`config.mk`:
```
export PLATFORM = sky130hd
export DESIGN_NAME = hw_sema_bank
export DESIGN_NICKNAME = d
export VERILOG_FILES = /design/src/rtl/hsem_pkg.sv /design/src/rtl/hsem_cell.sv /design/src/rtl/hsem_irq.sv /design/src/rtl/hw_sema_bank.sv
export SDC_FILE = /design/constraint.sdc
export NUM_CORES = 1
export LEC_CHECK = 0
export ABC_AREA = 1
export BUFFER_PORTS_ARGS = -buffer_cell sky130_fd_sc_hd__clkbuf_2
export CAP_MARGIN = 20
export CORE_ASPECT_RATIO = 0.5
export CORE_UTILIZATION = 40
export DETAILED_ROUTE_END_ITERATION = 12
export GPL_TIMING_DRIVEN = 0
export MAX_ROUTING_LAYER = met4
export SLEW_MARGIN = 20
export SYNTH_ARGS = -nofsm -noshare
export SYNTH_HDL_FRONTEND = slang
export SYNTH_SLANG_ARGS = --single-unit
```
`constraint.sdc`:
```
create_clock -name clk -period 2.41 [get_ports clk]
set_input_delay 0.241 -clock clk [delete_from_list [all_inputs] [get_ports clk]]
set_output_delay 0.241 -clock clk [all_outputs]
set_load 0.02 [all_outputs]
```
`src/rtl/hsem_pkg.sv`:
```
package hsem_pkg;
  localparam int DATA_W   = 32;
  localparam int LOCK_POS = 31;
  localparam int CORE_POS = 8;
  localparam int REGION_W = 3;

  typedef enum logic [REGION_W-1:0] {
    RG_LOCK   = 3'd0,
    RG_ATOMIC = 3'd1,
    RG_ENABLE = 3'd2,
    RG_RAW    = 3'd3,
    RG_MASKED = 3'd4,
    RG_CLEAR  = 3'd5
  } region_e;
endpackage

```
`src/rtl/hsem_cell.sv`:
```
module hsem_cell #(
  parameter int MID_W  = 4,
  parameter int PROC_W = 8
) (
  input  logic              clk,
  input  logic              rst_n,
  input  logic              wr_sel,
  input  logic              rd_sel,
  input  logic              wr_lock,
  input  logic [PROC_W-1:0] wr_proc,
  input  logic [MID_W-1:0]  master,
  output logic              locked,
  output logic [MID_W-1:0]  owner,
  output logic [PROC_W-1:0] proc,
  output logic              released
);
  always_comb
    released = wr_sel && !wr_lock && locked && (owner == master) && (proc == wr_proc);

  always_ff @(posedge clk) begin
    if (!rst_n) begin
      locked <= 1'b0;
      owner  <= '0;
      proc   <= '0;
    end else if (released) begin
      locked <= 1'b0;
      owner  <= '0;
      proc   <= '0;
    end else if (!locked && wr_sel && wr_lock) begin
      locked <= 1'b1;
      owner  <= master;
      proc   <= wr_proc;
    end else if (!locked && rd_sel) begin
      locked <= 1'b1;
      owner  <= master;
      proc   <= '0;
    end
  end
endmodule

```
`src/rtl/hsem_irq.sv`:
```
module hsem_irq #(
  parameter int NSEM = 16
) (
  input  logic            clk,
  input  logic            rst_n,
  input  logic            en_wr,
  input  logic            clr_wr,
  input  logic [NSEM-1:0] wdata,
  input  logic [NSEM-1:0] rel,
  output logic [NSEM-1:0] en,
  output logic [NSEM-1:0] raw,
  output logic            irq
);
  logic [NSEM-1:0] clr_mask;

  always_comb begin
    clr_mask = clr_wr ? wdata : '0;
    irq      = |(raw & en);
  end

  always_ff @(posedge clk) begin
    if (!rst_n) begin
      en  <= '0;
      raw <= '0;
    end else begin
      if (en_wr) en <= wdata;
      raw <= (raw & ~clr_mask) | (rel & en);
    end
  end
endmodule

```
`src/rtl/hw_sema_bank.sv`:
```
module hw_sema_bank
  import hsem_pkg::*;
#(
  parameter int NSEM   = 16,
  parameter int MID_W  = 4,
  parameter int PROC_W = 8,
  localparam int IDX_W  = (NSEM > 1) ? $clog2(NSEM) : 1,
  localparam int ADDR_W = IDX_W + REGION_W
) (
  input  logic              clk,
  input  logic              rst_n,
  input  logic              req_valid,
  input  logic              req_write,
  input  logic [ADDR_W-1:0] req_addr,
  input  logic [DATA_W-1:0] req_wdata,
  input  logic [MID_W-1:0]  req_master,
  output logic              rsp_valid,
  output logic [DATA_W-1:0] rsp_rdata,
  output logic [1:0]        irq_o
);
  localparam int NCORE = 2;

  logic [REGION_W-1:0]     region;
  logic [IDX_W-1:0]        idx;
  logic                    csel;
  logic                    idx_ok;
  logic                    do_wr;
  logic                    do_rd;
  logic [NSEM-1:0]         lk_vec;
  logic [NSEM-1:0]         rel_vec;
  logic [NSEM*MID_W-1:0]   own_flat;
  logic [NSEM*PROC_W-1:0]  proc_flat;
  logic [NSEM-1:0]         en_q  [NCORE];
  logic [NSEM-1:0]         raw_q [NCORE];
  logic [DATA_W-1:0]       rd_word;
  logic                    unused_bits;

  assign region      = req_addr[ADDR_W-1 -: REGION_W];
  assign idx         = req_addr[IDX_W-1:0];
  assign csel        = req_addr[0];
  assign idx_ok      = int'(idx) < NSEM;
  assign do_wr       = req_valid && req_write;
  assign do_rd       = req_valid && !req_write;
  assign unused_bits = ^req_wdata;

  for (genvar i = 0; i < NSEM; i++) begin : g_sem
    logic hit;
    assign hit = (idx == IDX_W'(i));
    hsem_cell #(.MID_W(MID_W), .PROC_W(PROC_W)) u_cell (
      .clk      (clk),
      .rst_n    (rst_n),
      .wr_sel   (do_wr && hit && region == RG_LOCK),
      .rd_sel   (do_rd && hit && region == RG_ATOMIC),
      .wr_lock  (req_wdata[LOCK_POS]),
      .wr_proc  (req_wdata[PROC_W-1:0]),
      .master   (req_master),
      .locked   (lk_vec[i]),
      .owner    (own_flat[i*MID_W +: MID_W]),
      .proc     (proc_flat[i*PROC_W +: PROC_W]),
      .released (rel_vec[i])
    );
  end

  for (genvar c = 0; c < NCORE; c++) begin : g_core
    logic sel;
    assign sel = (csel == 1'(c));
    hsem_irq #(.NSEM(NSEM)) u_irq (
      .clk    (clk),
      .rst_n  (rst_n),
      .en_wr  (do_wr && sel && region == RG_ENABLE),
      .clr_wr (do_wr && sel && region == RG_CLEAR),
      .wdata  (req_wdata[NSEM-1:0]),
      .rel    (rel_vec),
      .en     (en_q[c]),
      .raw    (raw_q[c]),
      .irq    (irq_o[c])
    );
  end

  always_comb begin
    rd_word = '0;
    case (region)
      RG_LOCK, RG_ATOMIC: begin
        if (idx_ok) begin
          if (region == RG_ATOMIC && !lk_vec[idx]) begin
            rd_word[LOCK_POS]               = 1'b1;
            rd_word[CORE_POS +: MID_W]      = req_master;
          end else begin
            rd_word[LOCK_POS]               = lk_vec[idx];
            rd_word[CORE_POS +: MID_W]      = own_flat[int'(idx)*MID_W +: MID_W];
            rd_word[PROC_W-1:0]             = proc_flat[int'(idx)*PROC_W +: PROC_W];
          end
        end
      end
      RG_ENABLE: rd_word[NSEM-1:0] = en_q[csel];
      RG_RAW:    rd_word[NSEM-1:0] = raw_q[csel];
      RG_MASKED: rd_word[NSEM-1:0] = raw_q[csel] & en_q[csel];
      default:   rd_word = '0;
    endcase
  end

  always_ff @(posedge clk) begin
    if (!rst_n) begin
      rsp_valid <= 1'b0;
      rsp_rdata <= '0;
    end else begin
      rsp_valid <= do_rd;
      if (do_rd) rsp_rdata <= rd_word;
    end
  end
endmodule

```
==> parameters.txt <==
Parameter                              Value

Timing
  Total of endpoints with negative setup slack in the final report ... between 40 and 50
  Final number of max-transition violations ... 0
  Actual transition at the worst max-transition pin ... about 1.3 ns
  Min setup slack post-route ... -0.0883 ns
  Fin crit share ... 104%
  FMAX ... 400 MHz
  Headroom to the max-slew limit ... between 10% and 20%
  Final Hold Viols ... 0
  Max Clock Skew ... 0.0154 ns
  Total negative slack for setup checks ... -1.79 ns
  RSZ-0062 raised after global routing ... false
  Final critical delay including setup and external delays ... 2.50 ns

Place
  Routability congestion estimate from global placement ... between 1 and 1.5
  I/O Buffers ... 43
  Worst setup slack after placement ... -1.20 ns
  Final HPWL DP ... 68700 um
  Placed standard-cell area ... about 0.017 mm2

Global route
  Aggregate global routing overflow ... 0
  Maximum number of pins on one net before global-route repair ... 16
  Vias in the first global route ... 17117
  Global-route wire length before repair ... 129000 um
  Aggregate global-route resource usage ... 45.5%
  Initial antenna violation count ... 3

Drt
  Detailed-routed wire length on met2 ... approximately 35000 um
  Aggregate routed wire length ... 94800 um
  First-pass iteration count of the detailed router ... 9
  Max layer used ... met4
  Residual DRC count ... 0
  Antenna viol nets, final ... 0
  Routed met3 length ... about 15000 um
  Number of vias in the routed layout ... 19396
  Via-per-instance ratio ... 6.06
  Routed metal-1 wire length ... 40200 um
  Detailed Route Iter0 Violations ... between 3000 and 4000
  Post-detailed-route wirelength per cell ... ~30 um

Cells and area
  Fraction of layout instances using a drive strength above 1 ... 10.7%
  Post-route standard cell area excluding fillers ... about 0.019 mm2
  Area growth from synthesis to layout ... 14.2%
  Final standard cell utilization of the core ... 47.2%
  # nets final ... 2693

Synthesis
  Post-synthesis instance area ... 0.0164 mm2
  Count of synthesis-stage warnings from yosys ... 0
  Top FF cell, synth ... sky130_fd_sc_hd__dfxtp_1
  Leading area contributor after synthesis ... sky130_fd_sc_hd__dfxtp_1
  Area share of the largest cell type after synthesis ... a little over a third
  Flop and latch count out of synthesis ... 290
  Number of flops mapped to enable cells by yosys ... 0
  Fraction of the yosys area taken by sequential cells ... 35.5%
  Gate count after technology mapping ... 2548
  Post-synth top cells ... sky130_fd_sc_hd__nand2_1, sky130_fd_sc_hd__nor2_1, sky130_fd_sc_hd__dfxtp_1, sky130_fd_sc_hd__a21oi_1, sky130_fd_sc_hd__inv_1
  Number of library cell types mapped by synthesis ... 41
  Top cells by area, synth ... sky130_fd_sc_hd__dfxtp_1, sky130_fd_sc_hd__nand2_1, sky130_fd_sc_hd__a21oi_1, sky130_fd_sc_hd__nor2_1, sky130_fd_sc_hd__inv_1
  Most frequent cell after synthesis ... sky130_fd_sc_hd__nand2_1
  Avg Cell Area, Syn ... about 6.4 um2
  Share of flip-flops with an asynchronous set or reset after synthesis ... 0%

Clock tree
  Clock H-tree levels ... 1
  TritonCTS buffer count ... 28
  Buffer levels on the longest clock path ... 3
  Clock latency on the worst-skew pair ... 0.60 ns
  Number of clock sinks seen by CTS ... slightly below 300
  Clock-pin slew of the registers on the worst-case setup and hold paths ... around 0.070 ns
  Buffer cell driving the clock tree root ... sky130_fd_sc_hd__clkbuf_16
  CTS tree ... built

Critical path
  Kind of start point of the critical path ... input port
  Worst-path maximum fanout ... 10
  Required time of the critical path ... 2.88 ns
  Critical path endpoint category ... flip-flop
  Crit path kind ... in2reg
  Worst Path Arrival ... 2.96 ns

Min path
  Min-delay worst type ... in2reg

Floorplan
  Core Box Area ... 0.0396 mm2
  Initial Util ... around two fifths
  Number of top-level pins ... 82
  Die area ... 0.0418 mm2
  Row count ... 51
  Die width ... 288 um
  Die height ... 145 um

Run status
  Failing checks ... setup timing
  Outcome ... finished with violations

Power and ir drop
  Worst vdd ir ... 544 uV
  Overall Power ... 11600 uW
  Reported leakage power ... between 0.007 and 0.008 uW
  Power density over the cells ... 623 mW/mm2

Flow run
  Reported max-cap violation count ... 0
==> final timing paths <==
check                                       start                                    end  slack (ns)  cells after the start
max                                   req_addr[0]              rsp_rdata[9]$_SDFFE_PN0P_       -0.09                     14
min                                   req_addr[4]             rsp_rdata[31]$_SDFFE_PN0P_        0.05                      5
max reg2reg  g_sem[13].u_cell.locked$_SDFFE_PP0P_  g_sem[13].u_cell.proc[4]$_SDFFE_PP0P_        0.08                      8
min reg2reg             rsp_rdata[5]$_SDFFE_PN0P_              rsp_rdata[5]$_SDFFE_PN0P_        0.46                      2
==> metal layers <==
metal  up-vias  track usage [%]
met5         -                -
met4         0             17.2
met3       231             17.8
met2      1435             57.4
met1      9214             63.6
li1       8516                -
==> cell usage in the layout (no fill, tap or decap), types with 16 or more instances in the layout <==
| cell type | netlist | layout |
|---|---|---|
| sky130_fd_sc_hd__buf_2 | 62 | 59 |
| sky130_fd_sc_hd__a22oi_1 | 70 | 70 |
| sky130_fd_sc_hd__nand3_1 | 73 | 73 |
| sky130_fd_sc_hd__a21oi_1 | 270 | 270 |
| sky130_fd_sc_hd__clkbuf_16 | 0 | 29 |
| sky130_fd_sc_hd__nor2_1 | 343 | 329 |
| sky130_fd_sc_hd__xor2_1 | 25 | 25 |
| sky130_fd_sc_hd__o22ai_1 | 41 | 41 |
| sky130_fd_sc_hd__dfxtp_1 | 290 | 290 |
| sky130_fd_sc_hd__nand4_1 | 52 | 52 |
| sky130_fd_sc_hd__buf_4 | 22 | 24 |
| sky130_fd_sc_hd__a211oi_1 | 16 | 16 |
| sky130_fd_sc_hd__xnor2_1 | 34 | 34 |
| sky130_fd_sc_hd__clkbuf_2 | 0 | 74 |
| sky130_fd_sc_hd__o2111ai_1 | 18 | 18 |
| sky130_fd_sc_hd__nor2_4 | 8 | 16 |
| sky130_fd_sc_hd__nand2_1 | 739 | 739 |
| sky130_fd_sc_hd__inv_1 | 194 | 190 |
| sky130_fd_sc_hd__clkbuf_1 | 78 | 51 |
| sky130_fd_sc_hd__o21ai_0 | 108 | 108 |
==> cell type report <==
type,count,area (um2)
Sequential cell,290,5810
Buffer,168,858
Inverter,202,776
Antenna cell,3,7.51
Multi-Input combinational cell,1902,9230
Timing Repair Buffer,54,310
Tap cell,530,663
Clock buffer,39,813
Fill cell,4285,20900
Clock inverter,12,226
==> worst max-delay path: stages <==
cell                       delay, ns
sky130_fd_sc_hd__buf_4          0.24
sky130_fd_sc_hd__buf_4          0.25
sky130_fd_sc_hd__clkbuf_1       0.87
sky130_fd_sc_hd__nand2_1        0.26
sky130_fd_sc_hd__nand2_1        0.16
sky130_fd_sc_hd__nand2_1        0.06
sky130_fd_sc_hd__nand2_1        0.15
sky130_fd_sc_hd__nand2_1        0.09
sky130_fd_sc_hd__nand3_1        0.19
sky130_fd_sc_hd__nor2_1         0.12
sky130_fd_sc_hd__nand2_1        0.09
sky130_fd_sc_hd__nand3_1        0.08
sky130_fd_sc_hd__nand2_1        0.07
sky130_fd_sc_hd__a21oi_1        0.06
==> sequential cells by signal, indices dropped and copies added (netlist names) <==
| register | flops |
|---|---|
| g_sem.u_cell.owner | 64 |
| rsp_rdata | 17 |
| g_sem.u_cell.proc | 128 |
| g_sem.u_cell.locked | 16 |
| g_core.u_irq.en | 32 |
| g_core.u_irq.raw | 32 |
| rsp_valid | 1 |
==> where the power goes <==
group	internal, uW	total [uW]	switching, uW
Combinational	322	1600	1280
Sequential	4810	4820	15.3
Clock	3000	5220	2210
Total	8130	11600	3510
==> repair_timing <==
action / in CTS / in global routing
endpoints found under the hold margin: 15 / 0
resized for setup: 28 / 43
endpoints found under the setup margin: 154 / 157
hold buffers: 8 / 0
setup buffers: 0 / 0
pin swaps: 0 / 1
==> logic make-up after synthesis <==
| group | share of synthesized area [%] |
|---|---|
| simple gates | 32.5 |
| mux | 0.245 |
| other cells | 0.0229 |
| buf+inv | 9.48 |
| compound gates | 19.1 |
| flops | 35.5 |
| xor+xnor | 3.16 |
==> stage by stage <==
step	instances	hold WS, ns
floorplan	2562	0.399
global placement	3135	0.448
detailed placement	3138	0.457
CTS	3197	0.0378
global route	3197	0.0978
finish	3200	0.0532
No activity file was read; power rests on OpenSTA's default activity.
